$ cat src/rtl/sample_uart_packer.sv
module sample_uart_packer #(
  parameter int DEPTH      = 64,
  parameter int BIT_CYCLES = 868
) (
  input  logic        clk,
  input  logic        rst_n,
  input  logic        in_valid,
  input  logic [1:0]  in_color,
  input  logic [11:0] in_sample,
  input  logic        req,
  output logic        tx,
  output logic        buf_empty,
  output logic        buf_full,
  output logic        overflow,
  output logic        busy
);
  localparam int AW = $clog2(DEPTH);
  localparam int CW = AW + 1;
  localparam int BW = $clog2(BIT_CYCLES);

  logic [13:0]   mem [DEPTH];
  logic [AW-1:0] wr_ptr, rd_ptr;
  logic [CW-1:0] count, drain_left;
  logic          tx_active;
  logic [1:0]    byte_idx;
  logic [3:0]    bit_idx;
  logic [BW-1:0] baud;
  logic [9:0]    shreg;
  logic [15:0]   tail;

  wire        good_col = in_valid && (in_color != 2'd3);
  wire        full_now = (count == CW'(DEPTH));
  wire        push     = good_col && !full_now;
  wire        drop     = good_col && full_now;
  wire        accept   = req && !busy;
  wire        pop      = !tx_active && (drain_left != '0);
  wire        bit_end  = tx_active && (baud == BW'(BIT_CYCLES - 1));
  wire [13:0] head     = mem[rd_ptr];
  wire [7:0]  hdr      = 8'hA1 + {6'b0, head[13:12]};

  assign busy      = tx_active || (drain_left != '0);
  assign buf_empty = (count == '0);
  assign buf_full  = full_now;
  assign tx        = tx_active ? shreg[0] : 1'b1;

  always_ff @(posedge clk) begin
    if (push) mem[wr_ptr] <= {in_color, in_sample};
  end

  always_ff @(posedge clk) begin
    if (!rst_n) begin
      wr_ptr     <= '0;
      rd_ptr     <= '0;
      count      <= '0;
      drain_left <= '0;
      overflow   <= 1'b0;
    end else begin
      if (push) wr_ptr <= wr_ptr + 1'b1;
      if (pop)  rd_ptr <= rd_ptr + 1'b1;
      count <= count + CW'(push) - CW'(pop);
      if (accept)   drain_left <= count;
      else if (pop) drain_left <= drain_left - 1'b1;
      if (drop)        overflow <= 1'b1;
      else if (accept) overflow <= 1'b0;
    end
  end

  always_ff @(posedge clk) begin
    if (!rst_n) begin
      tx_active <= 1'b0;
      byte_idx  <= '0;
      bit_idx   <= '0;
      baud      <= '0;
      shreg     <= '1;
      tail      <= '0;
    end else if (pop) begin
      tx_active <= 1'b1;
      byte_idx  <= '0;
      bit_idx   <= '0;
      baud      <= '0;
      shreg     <= {1'b1, hdr, 1'b0};
      tail      <= {4'b0000, head[11:8], head[7:0]};
    end else if (tx_active) begin
      if (!bit_end) begin
        baud <= baud + 1'b1;
      end else begin
        baud <= '0;
        if (bit_idx != 4'd9) begin
          bit_idx <= bit_idx + 1'b1;
          shreg   <= {1'b1, shreg[9:1]};
        end else begin
          bit_idx <= '0;
          if (byte_idx == 2'd2) begin
            tx_active <= 1'b0;
          end else begin
            byte_idx <= byte_idx + 1'b1;
            shreg    <= {1'b1, tail[15:8], 1'b0};
            tail     <= {tail[7:0], 8'h00};
          end
        end
      end
    end
  end

  AST_LINE_IDLE_WHEN_FREE: assert property (@(posedge clk) disable iff (!rst_n)
    $fell(tx) |-> busy);
  AST_COUNT_BOUNDED: assert property (@(posedge clk) disable iff (!rst_n)
    count <= CW'(DEPTH));
  AST_OVERFLOW_STICKY: assert property (@(posedge clk) disable iff (!rst_n)
    (overflow && !(req && !busy)) |=> overflow);
  AST_FLAGS_EXCLUSIVE: assert property (@(posedge clk) disable iff (!rst_n)
    !(buf_empty && buf_full));
  AST_REQ_IGNORED_BUSY: assert property (@(posedge clk) disable iff (!rst_n)
    (busy && req) |=> (drain_left <= $past(drain_left)));
  AST_INVALID_COLOUR_DROPPED: assert property (@(posedge clk) disable iff (!rst_n)
    (in_valid && in_color == 2'd3 && !tx_active && drain_left == '0) |=> $stable(count));
endmodule

$ cat config.mk
export PLATFORM = sky130hd
export DESIGN_NAME = sample_uart_packer
export DESIGN_NICKNAME = d
export VERILOG_FILES = /design/src/rtl/sample_uart_packer.sv
export SDC_FILE = /design/constraint.sdc
export NUM_CORES = 1
export LEC_CHECK = 0
export ABC_AREA = 1
export BUFFER_PORTS_ARGS = -buffer_cell sky130_fd_sc_hd__buf_2
export CORE_MARGIN = 2
export CORE_UTILIZATION = 55
export CTS_CLUSTER_DIAMETER = 150
export DETAILED_ROUTE_END_ITERATION = 10
export HOLD_SLACK_MARGIN = 0.15
export PLACE_DENSITY = 0.78
export SLEW_MARGIN = 5
export SYNTH_ARGS = -nofsm -noshare
export SYNTH_HDL_FRONTEND = slang
export SYNTH_SLANG_ARGS = --single-unit
export TNS_END_PERCENT = 20
$ cat constraint.sdc
create_clock -name clk -period 3.3 [get_ports clk]
set_input_delay 0.495 -clock clk [delete_from_list [all_inputs] [get_ports clk]]
set_output_delay 0.495 -clock clk [all_outputs]
set_load 0.005 [all_outputs]
==> results.py <==
metrics = {
    "outcome": {
        "status": "finished clean",
    },
    "cts": {
        "cts_sinks": 971,
        "ctsResizeCount": 0,
        "clk_path_buf_depth": 3,
        "clock_latency_ps": 670,
        "cts_tree": "built",
        "htreeDepth": 3,
        "post_cts_buffers": 0,
        "postCtsHoldBufs": 0,
        "clk_pin_slew_ps": 60,
        "cts_buffers": 93,
        "cts_root_buffer": "clkbuf_16",
    },
    "logic_synthesis": {
        "async_reset_ff_share_pct": 0,
        "synthCells": 3475,
        "synth-seq-cells": 971,
        "synth_area_per_cell_um2": 11.45,
        "syn_area_um2": 39780,
        "syn_nets": 3509,
        "synth_warnings": 0,
        "synth_edf_count": 896,
        "synth-main-ff-cell": "edfxtp_1",
        "synth_cell_types": 48,
        "yosysSeqAreaShare_pct": 71.42,
    },
    "cells_and_area": {
        "num-nets-final": 3579,
        "most-common-layout-cells": "nand2_1, edfxtp_1, nand3_1",
        "area_delta_synth_final_pct": 11.91,
        "design_area_um2": 44510,
        "drive_above_1_share_pct": 9.691,
        "final_common_cell": "nand2_1",
        "final_util_pct": 62.27,
    },
    "setup_path": {
        "arrival_ps": 3400,
        "crit_path_max_fanout": 3,
        "crit_required_ps": 3840,
        "end_kind": "register",
        "cp_slowest_cell": "fa_1",
        "cp_common_cell": "inv_1",
        "startpoint_type": "register",
        "cpPeakStageDelay_ps": 400,
        "reg2reg_depth": 18,
        "crit_type": "reg2reg",
        "r2r_slack_ps": 440,
        "crit_path_cell_trace": "inv_1, ha_1, nand3_1, nor2_1, inv_1, nand2_2, ha_1, inv_1, ha_1, inv_1, fa_1, o21ai_0, a21oi_1, nor2_1, nor2_1, o21bai_1, buf_4, a21oi_1",
    },
    "drt": {
        "wl_per_cell_um": 21.24,
        "ant_nets": 0,
        "dr.pass1.iters": 7,
        "drc": 0,
        "wl_um": 97120,
        "vias": 26876,
        "vias_per_cell": 5.877,
        "initialDrtViolationCount": 3393,
    },
    "grt": {
        "grtUsageTotal_pct": 26.37,
        "grt_antenna_before_repair": 1,
        "grt_max_degree": 126,
        "grt.overflow.total": 0,
        "grt_pass1_vias": 26498,
        "grt_pass1_wl_um": 149800,
    },
    "placement": {
        "place_hpwl_um": 56140,
        "routabilityCongestion": 0.9570,
        "portBuffers": 22,
        "placed_cell_area_um2": 41490,
    },
    "timing": {
        "drv_slew": 0,
        "hold_viol_final": 0,
        "worst_pin_slew_ps": 1156,
        "setup_viol": 0,
        "skew_ps": 26.79,
        "slew_headroom_pct": 22.97,
        "rsz0062_at_grt": "no",
        "setup_tns_ps": 0,
        "fmax_mhz": 349.4,
        "finalCriticalPeriod_ps": 2862,
        "min_period_over_period_pct": 86.73,
    },
    "flow_run": {
        "drv_cap": 0,
    },
    "die": {
        "io_pins": 23,
        "rows": 98,
        "start_util_pct": 55.64,
        "die_x_um": 272.9,
        "design.core.area_um2": 71490,
        "die-height_um": 272.9,
        "dieArea_um2": 74490,
    },
    "pwr": {
        "power_leakage_nw": 16.14,
        "p_per_area_nw_per_um2": 758.5,
        "ir_drop_mv": 0.6574,
    },
    "hold_path": {
        "hold_depth": 2,
        "hold_class": "in2reg",
    },
}
[registers in the layout (all words and copies together), names as in the netlist, named ones only]
register	cells
baud	10
bit_idx	4
byte_idx	2
count	7
drain_left	7
mem	896
overflow	1
rd_ptr	6
shreg	9
tail	16
tx_active	1
wr_ptr	6
[report_power, final]
| part | internal (W) | switching [W] |
|---|---|---|
| clock | 0.00606 | 0.00452 |
| combinational | 0.00271 | 0.00656 |
| sequential | 0.0137 | 0.000198 |
| total | 0.0225 | 0.0113 |
[cells in the mapped netlist, types with 2 or more instances]
| cell | instances | area, um2 |
|---|---|---|
| buf_1 | 8 | 30.03 |
| a21oi_1 | 45 | 225.2 |
| o211ai_1 | 4 | 30.03 |
| nor3_1 | 8 | 40.04 |
| a21oi_2 | 4 | 35.03 |
| xnor2_1 | 5 | 43.79 |
| nor4_2 | 2 | 25.02 |
| buf_6 | 29 | 326.6 |
| o21ai_1 | 14 | 70.07 |
| buf_4 | 19 | 142.6 |
| nand4_1 | 11 | 68.82 |
| o21ai_0 | 72 | 360.4 |
| o22ai_1 | 25 | 156.4 |
| inv_2 | 5 | 18.77 |
| nand3_1 | 694 | 3473 |
| nor3b_1 | 6 | 45.04 |
| buf_2 | 109 | 545.5 |
| nand2_2 | 3 | 18.77 |
| nor2_2 | 2 | 12.51 |
| inv_1 | 69 | 259.0 |
| nor2_1 | 144 | 540.5 |
| ha_1 | 15 | 187.7 |
| o21bai_1 | 2 | 15.01 |
| xor2_1 | 5 | 43.79 |
| a211oi_1 | 3 | 22.52 |
| dfxtp_1 | 75 | 1501 |
| edfxtp_1 | 896 | 26910 |
| nand2_1 | 1141 | 4283 |
| clkbuf_1 | 38 | 142.6 |
| a31oi_1 | 4 | 25.02 |
[per-layer routing]
layer | GRT usage [%] | part of all wire, % | up-vias
met5 | 0 | 0 | -
met4 | 10.95 | 4.0 | 0
met1 | 34.90 | 37 | 12848
met3 | 3.840 | 9.6 | 234
li1 | - | - | 12296
met2 | 44.02 | 49 | 1498
[worst max-delay path, delay by kind of cell, from the launching register on]
| family | cells | cell delay, ps |
|---|---|---|
| buffers and inverters | 5 | 450 |
| AOI/OAI and AO/OA | 4 | 500 |
| adders and majority gates | 4 | 950 |
| DFF | 1 | 320 |
| and+or+nand+nor | 5 | 520 |
[final timing paths]
| check | to | from |
|---|---|---|
| setup / recovery | count[6] | count[2] |
| hold / removal | shreg[3] | rst_n |
| setup reg to reg | count[6] | count[2] |
| hold reg to reg | tail[15] | tail[15] |
[per-stage QoR]
stage          hold slack (ps)  std cells  worst slack [ps]  power (W)
2_1_floorplan            420.0       3475             512.5    0.02067
3_3_place_gp             432.1       4400             380.6    0.02296
3_5_place_dp             441.0       4400             334.8    0.02318
4_1_cts                  230.6       4572             393.3    0.03369
5_1_grt                  262.2       4573             33.80    0.03527
6_report                 255.9       4573             438.0    0.03376
[cell type report]
cell class / instances / area, um2
clock inverters: 60 / 576.8
fillers: 5154 / 26970
well taps: 950 / 1189
diodes: 1 / 2.502
multi-input cells: 2225 / 9899
repair buffers: 179 / 1689
inverters: 75 / 297.8
clock buffers: 112 / 2440
flip-flops and latches: 971 / 28420
[logic make-up after synthesis]
logic type,after synthesis,share of synthesized area (%)
XOR/XNOR,10,0.2202
flip-flops,971,71.42
buffers and inverters,279,3.734
AND/OR/NAND/NOR,2018,21.58
AO/OA/AOI/OAI,181,2.532
adder cells (fa/ha/maj),16,0.5222
Note: power is estimated with default switching activity, not from simulation.
